**src/rtl/supmon_pkg.sv**
```systemverilog
package supmon_pkg;

    typedef enum logic [1:0] {
        CAUSE_POR   = 2'd0,
        CAUSE_MON   = 2'd1,
        CAUSE_SW    = 2'd2,
        CAUSE_FLASH = 2'd3
    } rst_cause_e;

    typedef struct packed {
        logic       en;
        logic       sel;
        logic       rst;
        rst_cause_e cause;
        logic       vdd_ok;
        logic       irq;
    } ctl_state_t;

endpackage

```
**src/rtl/supmon_sync.sv**
```systemverilog
module supmon_sync #(
    parameter int W = 3
) (
    input  logic         clk,
    input  logic         rst_n,
    input  logic [W-1:0] async_i,
    output logic [W-1:0] sync_o
);

    for (genvar i = 0; i < W; i++) begin : g_bit
        logic meta_d, meta_q;
        logic out_d, out_q;

        always_comb begin
            meta_d = async_i[i];
            out_d  = meta_q;
        end

        always_ff @(posedge clk or negedge rst_n) begin
            if (!rst_n) begin
                meta_q <= 1'b0;
                out_q  <= 1'b0;
            end else begin
                meta_q <= meta_d;
                out_q  <= out_d;
            end
        end

        assign sync_o[i] = out_q;
    end

endmodule

```
**src/rtl/supmon_settle.sv**
```systemverilog
module supmon_settle #(
    parameter int SETTLE_CYC = 16
) (
    input  logic clk,
    input  logic rst_n,
    input  logic start,
    input  logic force_done,
    output logic done
);

    localparam int CW = $clog2(SETTLE_CYC + 1);
    localparam logic [CW-1:0] LAST = CW'(SETTLE_CYC - 1);

    typedef struct packed {
        logic [CW-1:0] cnt;
        logic          done;
    } settle_t;

    settle_t st_d, st_q;

    always_comb begin
        st_d = st_q;
        if (force_done) begin
            st_d.done = 1'b1;
            st_d.cnt  = '0;
        end else if (start) begin
            st_d.done = 1'b0;
            st_d.cnt  = '0;
        end else if (!st_q.done) begin
            if (st_q.cnt == LAST) begin
                st_d.done = 1'b1;
            end else begin
                st_d.cnt = st_q.cnt + 1'b1;
            end
        end
    end

    always_ff @(posedge clk or negedge rst_n) begin
        if (!rst_n) begin
            st_q <= '{cnt: '0, done: 1'b1};
        end else begin
            st_q <= st_d;
        end
    end

    assign done = st_q.done;

endmodule

```
**src/rtl/supmon_pordly.sv**
```systemverilog
module supmon_pordly #(
    parameter int POR_DLY = 64
) (
    input  logic clk,
    input  logic rst_n,
    input  logic hold,
    output logic active
);

    localparam int CW = $clog2(POR_DLY + 1);
    localparam logic [CW-1:0] LOAD = CW'(POR_DLY);

    logic [CW-1:0] cnt_d, cnt_q;

    always_comb begin
        cnt_d = cnt_q;
        if (hold) begin
            cnt_d = LOAD;
        end else if (cnt_q != '0) begin
            cnt_d = cnt_q - 1'b1;
        end
    end

    always_ff @(posedge clk or negedge rst_n) begin
        if (!rst_n) begin
            cnt_q <= LOAD;
        end else begin
            cnt_q <= cnt_d;
        end
    end

    assign active = (cnt_q != '0);

endmodule

```
**src/rtl/supmon_rst_ctrl.sv**
```systemverilog
module supmon_rst_ctrl
    import supmon_pkg::*;
#(
    parameter int POR_DLY    = 64,
    parameter int SETTLE_CYC = 16
) (
    input  logic       clk,
    input  logic       rst_n,
    input  logic       cmp_below_por,
    input  logic       cmp_below_rst,
    input  logic       cmp_below_warn,
    input  logic       mon_en_wr,
    input  logic       mon_en_wdata,
    input  logic       src_wr,
    input  logic       src_sel_wdata,
    input  logic       src_swrst_wdata,
    input  logic       sleep,
    input  logic       flash_op,
    input  logic       warn_ie,
    output logic       sys_rst,
    output logic [1:0] rst_cause,
    output logic       por_dly_active,
    output logic       vdd_ok,
    output logic       warn_irq,
    output logic       mon_en,
    output logic       mon_sel
);

    localparam int NCMP = 3;
    localparam int IDX_POR  = 0;
    localparam int IDX_RST  = 1;
    localparam int IDX_WARN = 2;

    logic [NCMP-1:0] cmp_raw, cmp_s;
    logic            por_act, settled;
    logic            settle_start, settle_force;

    ctl_state_t st_d, st_q;

    assign cmp_raw[IDX_POR]  = cmp_below_por;
    assign cmp_raw[IDX_RST]  = cmp_below_rst;
    assign cmp_raw[IDX_WARN] = cmp_below_warn;

    supmon_sync #(.W(NCMP)) i_sync (
        .clk    (clk),
        .rst_n  (rst_n),
        .async_i(cmp_raw),
        .sync_o (cmp_s)
    );

    supmon_pordly #(.POR_DLY(POR_DLY)) i_pordly (
        .clk   (clk),
        .rst_n (rst_n),
        .hold  (cmp_s[IDX_POR]),
        .active(por_act)
    );

    supmon_settle #(.SETTLE_CYC(SETTLE_CYC)) i_settle (
        .clk       (clk),
        .rst_n     (rst_n),
        .start     (settle_start),
        .force_done(settle_force),
        .done      (settled)
    );

    logic wr_ok, en_w, src_w, armed, early_sel;
    logic req_por, req_mon, req_flash, req_sw, restore;

    always_comb begin
        wr_ok     = !st_q.rst;
        en_w      = mon_en_wr & wr_ok;
        src_w     = src_wr & wr_ok;
        armed     = st_q.en & st_q.sel & settled & !sleep;
        early_sel = src_w & src_sel_wdata & st_q.en & !settled;

        req_por   = por_act;
        req_mon   = (cmp_s[IDX_RST] & armed) | early_sel;
        req_flash = flash_op & wr_ok & !(st_q.en & st_q.sel);
        req_sw    = src_w & src_swrst_wdata;
        restore   = req_por | req_mon;

        st_d = st_q;

        // persistent enable/select bits
        if (restore) begin
            st_d.en  = 1'b1;
            st_d.sel = 1'b1;
        end else begin
            if (en_w) begin
                st_d.en = mon_en_wdata;
            end
            if (src_w) begin
                st_d.sel = src_sel_wdata & st_q.en;
            end
        end

        settle_force = restore;
        settle_start = en_w & mon_en_wdata & !st_q.en & !restore;

        // reset output and cause, fixed priority
        st_d.rst = req_por | req_mon | req_flash | req_sw;
        if (req_por) begin
            st_d.cause = CAUSE_POR;
        end else if (req_mon) begin
            st_d.cause = CAUSE_MON;
        end else if (req_flash) begin
            st_d.cause = CAUSE_FLASH;
        end else if (req_sw) begin
            st_d.cause = CAUSE_SW;
        end

        // early warning
        st_d.vdd_ok = !cmp_s[IDX_WARN];
        st_d.irq    = warn_ie & cmp_s[IDX_WARN];
    end

    always_ff @(posedge clk or negedge rst_n) begin
        if (!rst_n) begin
            st_q <= '{en: 1'b1, sel: 1'b1, rst: 1'b1, cause: CAUSE_POR,
                      vdd_ok: 1'b1, irq: 1'b0};
        end else begin
            st_q <= st_d;
        end
    end

    assign sys_rst        = st_q.rst;
    assign rst_cause      = st_q.cause;
    assign por_dly_active = por_act;
    assign vdd_ok         = st_q.vdd_ok;
    assign warn_irq       = st_q.irq;
    assign mon_en         = st_q.en;
    assign mon_sel        = st_q.sel;

endmodule

```
**config.mk**
```make
export PLATFORM = sky130hd
export DESIGN_NAME = supmon_rst_ctrl
export DESIGN_NICKNAME = d
export VERILOG_FILES = /design/src/rtl/supmon_pkg.sv /design/src/rtl/supmon_sync.sv /design/src/rtl/supmon_settle.sv /design/src/rtl/supmon_pordly.sv /design/src/rtl/supmon_rst_ctrl.sv
export SDC_FILE = /design/constraint.sdc
export NUM_CORES = 1
export LEC_CHECK = 0
export BUFFER_PORTS_ARGS = -buffer_cell sky130_fd_sc_hd__buf_2
export CORE_MARGIN = 2
export CORE_UTILIZATION = 30
export DETAILED_ROUTE_END_ITERATION = 16
export PLACE_DENSITY_LB_ADDON = 0.12
export SLEW_MARGIN = 20
export SYNTH_ARGS = -nofsm -noshare
export SYNTH_HDL_FRONTEND = slang
export SYNTH_HIERARCHICAL = 1
export SYNTH_SLANG_ARGS = --single-unit
```
**constraint.sdc**
```tcl
create_clock -name clk -period 2.2 [get_ports clk]
set_input_delay 0.22 -clock clk [delete_from_list [all_inputs] [get_ports clk]]
set_output_delay 0.22 -clock clk [all_outputs]
set_load 0.03 [all_outputs]
```
# Word level (Yosys, flattened, before mapping)

Cells that the tools add are included.

Bits in registers: 26
Bits in latches: 0
Bits in writable memories: 0
ROM bits: 0
Output and inout bits: 8
Memories: 0

$add $sub $neg: 2
$mul: 0
Div/mod/pow operators: 0
Magnitude comparators: 0
Eq/ne operators: 3
Shift-type cells: 0
Multiplexer cells: 14
Bitwise gates (word level): 21
Reductions and logical operators: 13

Operators by type and width:

| operator              | number |
|---|---|
| $mux W6               | 3 |
| $and A1 B1 Y1         | 17 |
| $mux W7               | 2 |
| $mux W2               | 5 |
| $logic_not A1 Y1      | 7 |
| $reduce_bool A7 Y1    | 1 |
| $sub A7 B1 Y7 const B | 1 |
| $ne A3 B1 Y1 const B  | 2 |
| $reduce_bool A2 Y1    | 3 |
| $add A5 B1 Y5 const B | 1 |
| $eq A5 B4 Y1 const B  | 1 |
| $mux W5               | 1 |
| $or A1 B1 Y1          | 4 |
| $reduce_bool A4 Y1    | 1 |
| $mux W1               | 3 |
| $reduce_and A2 Y1     | 1 |

# Logic depth before layout (Yosys ltp)

Depth after elaboration: 11
Depth in mapped cells: 10

# Modules after synthesis

Netlist, hierarchy kept.

By module, submodules not included:

| module          | instances | cells each | area an instance (um^2) | seq. area each (um^2) |
|---|---|---|---|---|
| supmon_pordly   | 1         | 39         | 390.4                   | 176.4 |
| supmon_rst_ctrl | 1         | 31         | 359.1                   | 180.2 |
| supmon_settle   | 1         | 28         | 287.8                   | 151.4 |
| supmon_sync     | 1         | 9          | 172.7                   | 150.1 |

# Least setup slack after synthesis

No wires, ideal clock.

Kind: reg2reg
Start point: register i_pordly.cnt_q[0]
End point: register i_settle/st_q[5] in the netlist's numbering
Arrival time: 1.931 ns
Required time: 2.106 ns
Path slack: 0.175 ns
Cell stages (with the launch flop): 11
Cell sequence: dfrtp_1 > inv_1 > ha_1 > nand2b_4 > nor4_4 > inv_2 > inv_1 > o221a_4 > inv_2 > or2_2 > a211oi_1

Word-level cells in the longest chain between the ends: 6
Elaborated cells on any way between the ends: 9
Classes of those cells: eq/ne (2); mux (2); bitwise (2); reduce/logical (3)

RTL lines:

| what                                                          | RTL line              | RTL |
|---|---|---|
| from (decl)                                                   | supmon_pordly.sv:13   | `logic [CW-1:0] cnt_d, cnt_q;` |
| from (signal assigned)                                        | supmon_pordly.sv:28   | `cnt_q <= cnt_d;` |
| $reduce_bool A7 Y1 *                                          | supmon_pordly.sv:32   | `assign active = (cnt_q != '0);` |
| via por_dly_active                                            | supmon_rst_ctrl.sv:22 | `output logic por_dly_active,` |
| $or A1 B1 Y1 *                                                | supmon_rst_ctrl.sv:80 | `restore = req_por \| req_mon;` |
| via restore                                                   | supmon_rst_ctrl.sv:67 | `logic req_por, req_mon, req_flash, req_sw, restore;` |
| $logic_not A1 Y1                                              | supmon_rst_ctrl.sv:98 | `settle_start = en_w & mon_en_wdata & !st_q.en & !restore;` |
| $and A1 B1 Y1                                                 | supmon_rst_ctrl.sv:98 |  |
| $ne A3 B1 Y1 (no line) / $mux W6 (equally long branches)      | n/a                   |  |
| $reduce_and A2 Y1 (no line) / $mux W6 (equally long branches) | n/a                   |  |
| to (signal assigned)                                          | supmon_settle.sv:40   | `st_q <= '{cnt: '0, done: 1'b1};` |
| to (signal assigned)                                          | supmon_settle.sv:42   | `st_q <= st_d;` |
| to (decl)                                                     | supmon_settle.sv:19   | `settle_t st_d, st_q;` |

The timed path passes the listed nets; every way through them passes the cells marked *.
A chain may end at the register's enable or synchronous reset.

# Worst setup path after layout

Start point: register i_pordly.cnt_q[1]
End point: register i_settle/st_q[5] in the netlist's numbering

Word-level cells in the longest chain between the ends: 6
Elaborated cells on any way between the ends: 9
Classes of those cells: eq/ne (2); mux (2); bitwise (2); reduce/logical (3)

RTL lines:

| what                                                          | RTL line |
|---|---|
| $reduce_bool A7 Y1 *                                          | supmon_pordly.sv:32 |
| $or A1 B1 Y1 *                                                | supmon_rst_ctrl.sv:80 |
| via restore                                                   | supmon_rst_ctrl.sv:67 |
| $logic_not A1 Y1                                              | supmon_rst_ctrl.sv:98 |
| $and A1 B1 Y1                                                 | supmon_rst_ctrl.sv:98 |
| $ne A3 B1 Y1 (no line) / $mux W6 (equally long branches)      | n/a |
| $reduce_and A2 Y1 (no line) / $mux W6 (equally long branches) | n/a |

Marks and branches as above.

==> impl_metrics.tcl <==
set metrics [dict create \
    outcome "complete, no violations" \
    grt_max_degree 27 \
    instances_no_fill 179 \
    cts_made_buffers 3 \
    fp.dieH_um 67.5 \
    drive_above_1_share_pct 34.1 \
    ir_drop_v 0.000333 \
    grt-ovfl-total 0 \
    globalplace.congestion 0.849 \
    synthXorXnorAreaFrac_pct 1.45 \
    antenna_left 0 \
    min_path_cells 1 \
    tritoncts "built" \
    synth_top_area_share_pct 41.4 \
    first_global_vias 853 \
    final_cell_mix "dfrtp_1, buf_2, nor2_1" \
    hold_start "cmp_below_warn" \
    cts.clk_slew.worst_paths_ns 0.09 \
    cp_max_fo 6 \
    fmax_ghz 0.505 \
    antenna_cells 0 \
    root_buffer "clkbuf_8" \
    synth_seq_cells 26 \
    syn_nets 123 \
    maxSlewViolCount 0 \
    ff2ff_setup_slack_ns 0.22 \
    dp_hpwl_um 1570 \
    ys_types 43 \
    die_w_um 67.5 \
    netlist_instances 107 \
    maxCapViolCount 0 \
    nNetsFinal 146 \
    syn_area_per_cell_um2 11.3 \
    relSlewSlack_pct 59.9 \
    hold_violations 0 \
    first_pass_iters 4 \
    p_leak_nw 0.632 \
    top_level_ports 21 \
    via_per_inst 4.69 \
    synth_top_area_cell "dfrtp_1" \
    io_buffers 20 \
    r2r.worst_path.cells 10 \
    dp_cells 173 \
    start_util_pct 30.7 \
    cp.arrival_ns 2.17 \
    synth_area_um2 1210 \
    drt_iter0_markers 41 \
    pwr-share-comb_pct 28.1 \
    cts.sinks 26 \
    coreArea_um2 3940 \
    clk_latency_ns 0.26 \
    num_rows 23 \
    tns_ns 0 \
    worst_setup_path_start_kind "flop" \
    skew_ns 0.00145 \
    dieArea_um2 4560 \
    yosysWarnings 6 \
    antenna_found_initial 0 \
    hold_path_class "in2reg" \
    setup_viol 0 \
    yosys-top-cells-area "dfrtp_1, dfstp_2, ha_1" \
    drc 0 \
    holdPathEnd "i_sync/g_bit[2].meta_q" \
    post-route-min-period_ns 1.98 \
    min_period_over_period_pct 90.1 \
    synthSimpleGateAreaFrac_pct 21.1 \
    internal_power_w 0.000887 \
    synth_mux_area_share_pct 1.76 \
    critical_path_class "reg2reg" \
    p_switching_w 0.000406 \
    cts_htree_levels 1 \
    grtUsageTotal_pct 10.9 \
    pwr-share-clk_pct 23.6 \
    synth_top_family_by_area "simple AND/OR/NAND/NOR gates" \
    rsz0062_at_grt "false" \
    drt_wl_total_um 2160 \
    wire_per_inst_um 12.1 \
    cp.required_ns 2.39 \
    r2r-end "i_settle/st_q[5]" \
    synthAdderAreaFrac_pct 3.10 \
    grt_pass1_wl_um 3670 \
    vias 840 \
    cts.path.max_buffers 2 \
    tightestPinTransition_ns 0.602 \
    critPathCaptureType "flop" \
    synth-compound-area-share_pct 13.2 \
    p_sw_share_pct 31.4 \
    yosysSeqAreaShare_pct 54.4 \
    power_density_nw_per_um2 898 \
    seq_power_share_pct 48.3 \
    worstReg2RegStart "i_pordly/cnt_q[1]" \
    areaGrowthSynthToFinish_pct 18.9 \
]
==> cells in the mapped netlist <==
| cell type | count |
|---|---|
| a2bb2oi_1 | 1 |
| nor4_4 | 1 |
| nor4b_1 | 1 |
| and3_1 | 1 |
| nand2b_4 | 1 |
| nand4b_4 | 1 |
| or2_4 | 1 |
| or4_1 | 1 |
| o22ai_1 | 1 |
| mux2i_1 | 1 |
| or2_2 | 1 |
| nor2b_1 | 1 |
| o221a_4 | 1 |
| and2_1 | 1 |
| buf_4 | 3 |
| nand3_1 | 2 |
| or3_1 | 3 |
| o31ai_1 | 2 |
| xnor2_1 | 2 |
| and4b_1 | 1 |
| ha_1 | 3 |
| o21bai_1 | 1 |
| o21a_1 | 1 |
| a211oi_1 | 2 |
| o21ai_0 | 4 |
| o211ai_1 | 1 |
| a21bo_1 | 1 |
| a31o_2 | 1 |
| nand3b_1 | 2 |
| mux2_2 | 1 |
| clkbuf_1 | 1 |
| or2_1 | 1 |
| nand2b_1 | 1 |
| o22a_1 | 1 |
| dfstp_2 | 6 |
| nor3b_1 | 2 |
| inv_1 | 7 |
| a21oi_1 | 5 |
| nor2_1 | 9 |
| inv_2 | 2 |
| nor3_1 | 1 |
| dfrtp_1 | 20 |
| nand2_1 | 7 |
==> metrics by stage <==
stage	hold slack [ns]	cell area (µm²)	util (%)	setup WS, ns	power (W)
6_report	0.0530	1440	36.5	0.219	0.00129
3_3_place_gp	0.259	1350	34.1	0.170	0.000967
5_1_grt	0.0335	1440	36.5	0.0923	0.00138
2_1_floorplan	-0.0756	1210	-	0.175	0.000884
3_5_place_dp	0.264	1350	34.1	0.136	0.000969
4_1_cts	0.0441	1410	35.8	0.113	0.00129
==> how the worst max path moves through the flow <==
stage | start | endpoint
finish | i_pordly/cnt_q[1] | i_settle/st_q[5]
global route | i_pordly/cnt_q[0] | i_settle/st_q[5]
CTS | i_pordly/cnt_q[0] | i_settle/st_q[5]
detailed placement | i_pordly/cnt_q[0] | i_settle/st_q[5]
global placement | i_pordly/cnt_q[0] | i_settle/st_q[5]
floorplan | i_pordly/cnt_q[0] | i_settle/st_q[5]
==> state kept, by name, summed over array words and instances (netlist names) <==
name                 count
i_pordly/cnt_q           7
i_settle/done            1
i_settle/st_q            5
i_sync/g_bit.meta_q      3
i_sync/g_bit.out_q       3
mon_en                   1
mon_sel                  1
rst_cause                2
sys_rst                  1
vdd_ok                   1
warn_irq                 1
==> cells by family (layout without fill, tap and decap cells) <==
kind of cell / after synthesis / after routing
adders and majority gates: 3 / 3
xor gates and xnor gates: 2 / 2
and+or+nand+nor: 39 / 39
AOI/OAI and AO/OA: 22 / 22
buffers and inverters: 13 / 35
muxes: 2 / 2
DFF: 26 / 26
==> critical path, stage by stage, from the launching register on <==
cell      delay, ns
dfrtp_1        0.42
inv_1          0.10
ha_4           0.15
nand2b_4       0.08
nor4_4         0.28
inv_2          0.09
inv_1          0.07
o221a_4        0.21
inv_2          0.04
or2_4          0.27
a211oi_2       0.19
==> cell type report <==
class	instances	area [µm²]
timing repair buffer	22	118
clock buffer	4	55.1
multi-input combinational	68	512
sequential	26	658
fill	404	2500
inverter	9	33.8
tap	50	62.6
==> per-layer routing <==
metal	track usage (%)	share of wire, %	up-vias
li1	-	-	412
met1	13.0	47	400
met2	18.1	45	22
met3	2.17	5.5	6
met4	6.12	2.2	0
met5	0	0	-
==> power groups by stage <==
stage	registers (W)	logic (W)	clock network, W
global route	0.000632	0.000401	0.000346
detailed placement	0.000630	0.000339	0
finish	0.000624	0.000363	0.000305
CTS	0.000622	0.000342	0.000324
floorplan	0.000625	0.000259	0
global placement	0.000628	0.000339	0
==> timing repair <==
item                                   4_1_cts  5_1_grt
hold buffers                                 1        0
resized for setup                            0        5
buffers inserted                             0        1
endpoints found under the hold margin       20        0
setup endpoints to repair                    0        1
No activity file was read; power rests on OpenSTA's default activity.
